$ cat src/rtl/thermal_guard_pkg.sv
package thermal_guard_pkg;
  typedef enum logic [3:0] {
    CAUSE_NONE  = 4'd0,
    CAUSE_BOARD = 4'd4,
    CAUSE_EXT   = 4'd5
  } cause_e;
endpackage

$ cat src/rtl/tg_trip_detect.sv
module tg_trip_detect
  import thermal_guard_pkg::*;
#(
  parameter int TEMP_W      = 16,
  parameter int BOARD_LIMIT = 850,
  parameter int EXT_LIMIT   = 1000
) (
  input  logic                     prot_en,
  input  logic                     pwr_on,
  input  logic                     board_vld,
  input  logic signed [TEMP_W-1:0] board_temp,
  input  logic                     ext_vld,
  input  logic signed [TEMP_W-1:0] ext_temp,
  output logic                     trip,
  output cause_e                   trip_cause
);
  localparam logic signed [TEMP_W-1:0] BOARD_LIM_V = TEMP_W'(BOARD_LIMIT);
  localparam logic signed [TEMP_W-1:0] EXT_LIM_V   = TEMP_W'(EXT_LIMIT);

  logic board_hot;
  logic ext_hot;

  always_comb begin
    board_hot  = board_vld && (board_temp > BOARD_LIM_V);
    ext_hot    = ext_vld && (ext_temp > EXT_LIM_V);
    trip       = prot_en && pwr_on && (board_hot || ext_hot);
    // board sensor takes precedence when both are hot
    trip_cause = board_hot ? CAUSE_BOARD : CAUSE_EXT;
  end
endmodule

$ cat src/rtl/tg_period_ctrl.sv
module tg_period_ctrl #(
  parameter int MIN_S   = 5,
  parameter int MAX_S   = 300,
  parameter int STEP_S  = 30,
  parameter int QUIET_S = 300,
  parameter int SEC_W   = 9,
  parameter int QUIET_W = 9
) (
  input  logic             clk,
  input  logic             rst_n,
  input  logic             trip,
  input  logic             restore,
  input  logic             pwr_on,
  input  logic             sec_tick,
  output logic [SEC_W-1:0] period
);
  localparam logic [SEC_W-1:0]   MIN_V     = SEC_W'(MIN_S);
  localparam logic [SEC_W-1:0]   MAX_V     = SEC_W'(MAX_S);
  localparam logic [SEC_W:0]     MAX_WIDE  = (SEC_W+1)'(MAX_S);
  localparam logic [SEC_W:0]     STEP_WIDE = (SEC_W+1)'(STEP_S);
  localparam logic [QUIET_W-1:0] QUIET_END = QUIET_W'(QUIET_S - 1);

  logic [SEC_W-1:0]   period_q, period_d;
  logic [QUIET_W-1:0] quiet_q, quiet_d;
  logic               armed_q, armed_d;
  logic [SEC_W:0]     grown;

  always_comb begin
    grown    = {1'b0, period_q} + STEP_WIDE;
    period_d = period_q;
    quiet_d  = quiet_q;
    armed_d  = armed_q;
    if (trip) begin
      period_d = (grown > MAX_WIDE) ? MAX_V : grown[SEC_W-1:0];
      armed_d  = 1'b0;
      quiet_d  = '0;
    end else if (restore) begin
      armed_d = 1'b1;
      quiet_d = '0;
    end else if (armed_q && pwr_on && sec_tick) begin
      if (quiet_q == QUIET_END) begin
        period_d = MIN_V;
        armed_d  = 1'b0;
        quiet_d  = '0;
      end else begin
        quiet_d = quiet_q + 1'b1;
      end
    end
  end

  always_ff @(posedge clk or negedge rst_n) begin
    if (!rst_n) begin
      period_q <= MIN_V;
      quiet_q  <= '0;
      armed_q  <= 1'b0;
    end else begin
      period_q <= period_d;
      quiet_q  <= quiet_d;
      armed_q  <= armed_d;
    end
  end

  assign period = period_q;
endmodule

$ cat src/rtl/tg_cooldown_timer.sv
module tg_cooldown_timer #(
  parameter int SEC_W = 9
) (
  input  logic             clk,
  input  logic             rst_n,
  input  logic             trip,
  input  logic             sec_tick,
  input  logic [SEC_W-1:0] period,
  output logic             pwr_on,
  output logic             restore
);
  localparam logic [SEC_W-1:0] ONE = SEC_W'(1);

  logic             pwr_q, pwr_d;
  logic [SEC_W-1:0] remain_q, remain_d;

  always_comb begin
    restore  = !pwr_q && sec_tick && (remain_q <= ONE);
    pwr_d    = pwr_q;
    remain_d = remain_q;
    if (trip) begin
      pwr_d    = 1'b0;
      remain_d = period;
    end else if (!pwr_q && sec_tick) begin
      if (restore) begin
        pwr_d    = 1'b1;
        remain_d = '0;
      end else begin
        remain_d = remain_q - ONE;
      end
    end
  end

  always_ff @(posedge clk or negedge rst_n) begin
    if (!rst_n) begin
      pwr_q    <= 1'b1;
      remain_q <= '0;
    end else begin
      pwr_q    <= pwr_d;
      remain_q <= remain_d;
    end
  end

  assign pwr_on = pwr_q;
endmodule

$ cat src/rtl/thermal_guard.sv
module thermal_guard
  import thermal_guard_pkg::*;
#(
  parameter int TEMP_W      = 16,
  parameter int BOARD_LIMIT = 850,
  parameter int EXT_LIMIT   = 1000,
  parameter int MIN_S       = 5,
  parameter int MAX_S       = 300,
  parameter int STEP_S      = 30,
  parameter int QUIET_S     = 300
) (
  input  logic                     clk,
  input  logic                     rst_n,
  input  logic                     prot_en,
  input  logic                     board_vld,
  input  logic signed [TEMP_W-1:0] board_temp,
  input  logic                     ext_vld,
  input  logic signed [TEMP_W-1:0] ext_temp,
  input  logic                     sec_tick,
  output logic                     pwr_en,
  output logic [3:0]               reset_cause
);
  localparam int SEC_W   = $clog2(MAX_S + 1);
  localparam int QUIET_W = $clog2(QUIET_S + 1);

  logic             rst_meta, rst_sync_n;
  logic             trip, restore, pwr_on;
  cause_e           trip_cause;
  cause_e           cause_q, cause_d;
  logic [SEC_W-1:0] cool_period;

  // asynchronous assertion, synchronous release
  always_ff @(posedge clk or negedge rst_n) begin
    if (!rst_n) begin
      rst_meta   <= 1'b0;
      rst_sync_n <= 1'b0;
    end else begin
      rst_meta   <= 1'b1;
      rst_sync_n <= rst_meta;
    end
  end

  tg_trip_detect #(
    .TEMP_W(TEMP_W), .BOARD_LIMIT(BOARD_LIMIT), .EXT_LIMIT(EXT_LIMIT)
  ) u_detect (
    .prot_en(prot_en), .pwr_on(pwr_on),
    .board_vld(board_vld), .board_temp(board_temp),
    .ext_vld(ext_vld), .ext_temp(ext_temp),
    .trip(trip), .trip_cause(trip_cause)
  );

  tg_period_ctrl #(
    .MIN_S(MIN_S), .MAX_S(MAX_S), .STEP_S(STEP_S), .QUIET_S(QUIET_S),
    .SEC_W(SEC_W), .QUIET_W(QUIET_W)
  ) u_period (
    .clk(clk), .rst_n(rst_sync_n), .trip(trip), .restore(restore),
    .pwr_on(pwr_on), .sec_tick(sec_tick), .period(cool_period)
  );

  tg_cooldown_timer #(.SEC_W(SEC_W)) u_timer (
    .clk(clk), .rst_n(rst_sync_n), .trip(trip), .sec_tick(sec_tick),
    .period(cool_period), .pwr_on(pwr_on), .restore(restore)
  );

  always_comb begin
    cause_d = cause_q;
    if (trip) cause_d = trip_cause;
  end

  always_ff @(posedge clk or negedge rst_sync_n) begin
    if (!rst_sync_n) cause_q <= CAUSE_NONE;
    else             cause_q <= cause_d;
  end

  assign pwr_en      = pwr_on;
  assign reset_cause = cause_q;
endmodule

$ cat config.mk
export PLATFORM = sky130hd
export DESIGN_NAME = thermal_guard
export DESIGN_NICKNAME = d
export VERILOG_FILES = /design/src/rtl/thermal_guard_pkg.sv /design/src/rtl/tg_trip_detect.sv /design/src/rtl/tg_period_ctrl.sv /design/src/rtl/tg_cooldown_timer.sv /design/src/rtl/thermal_guard.sv
export SDC_FILE = /design/constraint.sdc
export NUM_CORES = 1
export LEC_CHECK = 0
export ABC_AREA = 1
export CAP_MARGIN = 5
export CORE_ASPECT_RATIO = 1.1
export CORE_MARGIN = 5
export CORE_UTILIZATION = 57
export DETAILED_ROUTE_END_ITERATION = 6
export PLACE_DENSITY = 0.85
export SETUP_SLACK_MARGIN = 0.02
export SYNTH_ARGS = -nofsm -noshare
export SYNTH_HDL_FRONTEND = slang
export SYNTH_SLANG_ARGS = --single-unit
$ cat constraint.sdc
create_clock -name clk -period 1.8 [get_ports clk]
set_input_delay 0.36 -clock clk [delete_from_list [all_inputs] [get_ports clk]]
set_output_delay 0.36 -clock clk [all_outputs]
set_load 0.01 [all_outputs]
==> run summary <==
The run finished, with violations left. The final reports fail on setup timing. In this run the power spent charging and discharging nets is 1.78 mW. For the worst setup path, the data required time is 2.02 ns. For this design the static power due to leakage is 1.53 nW.

For the worst setup path, the data arrival time is 2.02 ns. After detailed routing, the total wire length is 6.84 mm. Counting the fill cells in the layout gives 315. After the first detailed-routing iteration, the DRC count stood at 247.

The horizontal extent of the die is 72.9 um. The longest clock path from root to sink contains 2 buffers. The share of cells above drive strength 1 is 20.4%, and the multi-input gate area in the final layout is 1480 um^2. Measured along the y axis, the die boundary spans 79.2 um. For the share of the core filled with cells in the final layout, the log shows 77.3%. The power density over the cells came out at 1240 nW/um^2.

The run gives 969 uV as the worst supply voltage drop on vdd. Dominant delay contributor by cell family on the critical path: simple AND/OR/NAND/NOR gates. In the final layout, flip-flops and latches occupy 830 um^2.

Dividing the detail-routed wire length by the instance count gives 15.0 um. Flop and latch count out of synthesis: 33. On the final layout, the worst clock skew is 0.00827 ns. The synthesized netlist contains 37 unique library cells. The mapped netlist covers 2480 um^2. The post-route setup TNS was -0.00689 ns; the number of detailed-route iterations in the first pass was 5.

The maximum operating frequency is 554 MHz. Prior to clock tree synthesis, the placed netlist has a worst setup slack of -0.142 ns. Entering global routing, the biggest net connects 32 pins. The internal power of the cells totals 2.31 mW. Clock tree synthesis found a total of 33 sinks. Sequential cells account for 30.8% of the total power. After legalization and detailed placement, the total HPWL measured 4.81 mm. Area share of the largest cell type after synthesis: 30.2%.

The global-route wire length before repair is 11.2 mm, and the overflow left after global routing is 0. The run gives 0 as the max-capacitance violation count. The worst register-to-register path begins at u_period.period[2]. The source-to-sink clock delay at the later pin of the worst-skew pair came out at 0.29 ns. In this run the number of H-tree levels came out at 2. Yosys printed 0 warnings. After detailed routing, the number of remaining DRC violations is 0. The via total after detailed routing is 2,577. The number of buffers inserted by hold repair at cts is 0. For the cell count after synthesis, the log shows 338. The number of global-route vias before repair came out at 2,492. The number of rows in the core area was 25; the net total in the final layout was 443. The final critical-path required period is 1.80 ns.

TritonCTS built the clock tree. The initial antenna violation count came out at 0. The setup path with the least slack is of type flip-flop to flip-flop. The total count of hold-check failures in the final report is 0, and the setup slack of the critical path after layout is -0.00424 ns. Most common cell after layout, fill and taps aside: nand2_1. For the sequential-to-total area share from yosys stat, the log shows 33.4%.

43 I/O pins were placed. The starting density of the core was 58.4%. Once layout is complete, the cells apart from fillers number 456. The slowest library cell on the worst path is dfstp_2. The cell repeated most along the worst path was nand2_2. The top cell types in the final layout, fill and taps aside, are 74 x nand2_1, 39 x clkdlybuf4s50_1, 38 x nand3_1. In the post-synthesis netlist, the biggest area contributors are dfrtp_1 30%, nand2_1 12%, nand3_1 7.7%. The sum of buffers and inverters on the critical path was 2; the number of diodes added for antenna fixing was 0. At the end of routability-driven placement, the weighted congestion stood at 0.936. The core region is 4250 um^2. The largest single stage delay on the critical path is 0.56 ns. Endpoint class of the critical path: a flip-flop. The count of nets left with antenna violations once routing finished came out at 0. Final worst-path cycle share: 100%. Cell at the root of the clock tree: clkbuf_8. The largest total area in the synthesized netlist belongs to dfrtp_1.

The final-report max-slew violation count was 0; the maximum net fanout on the critical path was 4. In this run the mean area of a mapped cell was 7.34 um^2. Setup repair after global routing could not meet its margin everywhere. The run gives 5780 um^2 as the area enclosed by the die boundary. Walking the worst path, the cells encountered are inv_4 -> buf_4 -> nand2_2 -> nor2_2 -> nand2_2 -> nand3_1 -> nand2_2 -> nand2_4 -> o21ai_4 -> nand2_4 -> o21ai_2. Origin of the worst setup path: u_period.period[2]. STA classifies the critical path startpoint as a flip-flop.

Setup violations remaining at the end of the flow were counted as 2. Including well taps, the total number of placed cells is 445. The total power consumption of the routed design came out at 4.09 mW. In this run the worst hold path is classified as primary input to async pin.

Input and output buffers added on the ports amount to 40. The share of total power consumed by net switching is 43.4%, and the part of the power in combinational logic is 51.1%. The number of vias per cell was 5.65. The setup slack on the worst flop-to-flop path was -0.004 ns; the clock share of power was 18.1%. The area growth from synthesis to layout is 32.5%. Counting the buffers created by CTS gives 5.

Global routing consumed, over all layers together, 24.5% of the routing resources. The clock slew at the register clock pins of the worst setup and hold paths was 0.07 ns.
[area by class of cell]
| class | count | share of cell area (%) |
|---|---|---|
| tap | 54 | 2.05 |
| sequential | 33 | 25.2 |
| clock inverter | 1 | 0.913 |
| clock buffer | 7 | 2.62 |
| multi-input combinational | 255 | 44.9 |
| inverter | 39 | 4.53 |
| timing repair buffer | 67 | 19.8 |
[worst register-to-register path, delay by kind of cell (launching register included)]
kind / cells / cell delay [ns]
buffers and inverters: 2 / 0.17
AND/OR/NAND/NOR: 7 / 0.59
AO/OA/AOI/OAI: 2 / 0.39
flip-flops: 1 / 0.56
[cell usage after synthesis]
cell type	count
nor3b_2	2
xnor2_1	1
buf_2	3
nand4_1	22
nor2_2	4
nand3_1	38
clkinv_1	1
o21ai_0	7
conb_1	2
nor4_1	1
inv_2	2
clkbuf_1	1
inv_1	35
nand2_1	81
o21a_1	1
a21oi_4	1
nand3b_1	2
nor3b_4	1
or2_2	1
o21ai_1	4
nand3_2	3
nor2_1	26
buf_6	5
o21ai_2	3
nor3_1	5
a21oi_1	15
nor3_4	2
nand2_2	7
o21ai_4	1
nand2_4	5
dfrtp_1	30
dfstp_2	3
xor2_1	6
clkinv_2	1
buf_4	3
ha_1	4
o2111ai_1	9
[layer usage]
layer | vias up | part of all wire (%) | global-route usage, %
met5 | - | 0 | 0
met4 | 0 | 1.1 | 8.86
met3 | 11 | 5.8 | 3.54
met2 | 117 | 52 | 42.5
met1 | 1189 | 41 | 30.6
li1 | 1260 | - | -
[per-stage QoR]
stage,area (um^2),hold WS (ns)
global placement,3070,0.270
global route,3290,0.219
CTS,3190,0.224
floorplan,2490,0.0644
finish,3290,0.219
detailed placement,3070,0.274
[path summary, 6_finish.rpt]
| path | end | cells after the start |
|---|---|---|
| max | u_period.period[6] | 11 |
| min | rst_sync_n | 1 |
| max reg2reg | u_period.period[6] | 11 |
| min reg2reg | reset_cause[0] | 1 |
| max in group asynchronous | u_period.period[0] | 1 |
| min in group clk | rst_sync_n | 0 |
[power by group through the flow]
stage | clock [mW] | sequential, mW | combinational [mW]
floorplan | 0 | 1.23 | 1.33
global placement | 0 | 1.24 | 1.80
detailed placement | 0 | 1.25 | 1.88
CTS | 0.739 | 1.24 | 1.90
global route | 0.782 | 1.30 | 2.30
finish | 0.740 | 1.26 | 2.09
[timing repair]
item | CTS | global route
resized for setup | 3 | 17
setup buffers | 0 | 3
pin swaps | 1 | 10
setup endpoints to repair | 5 | 20
[registers in the layout (all words and copies together) (netlist names)]
signal	flops
reset_cause	2
rst_meta	1
rst_sync_n	1
u_period.armed_q	1
u_period.period	9
u_period.quiet_q	9
u_timer.pwr_on	1
u_timer.remain_q	9
[logic make-up after synthesis]
family,Yosys count,synth area share [%]
AOI/OAI and AO/OA,41,11.1
xor gates and xnor gates,7,2.47
adders and majority gates,4,2.02
buffers and inverters,51,9.88
DFF,33,33.4
other,2,0.303
and+or+nand+nor,200,40.8
(Power assumes the default switching activity.)
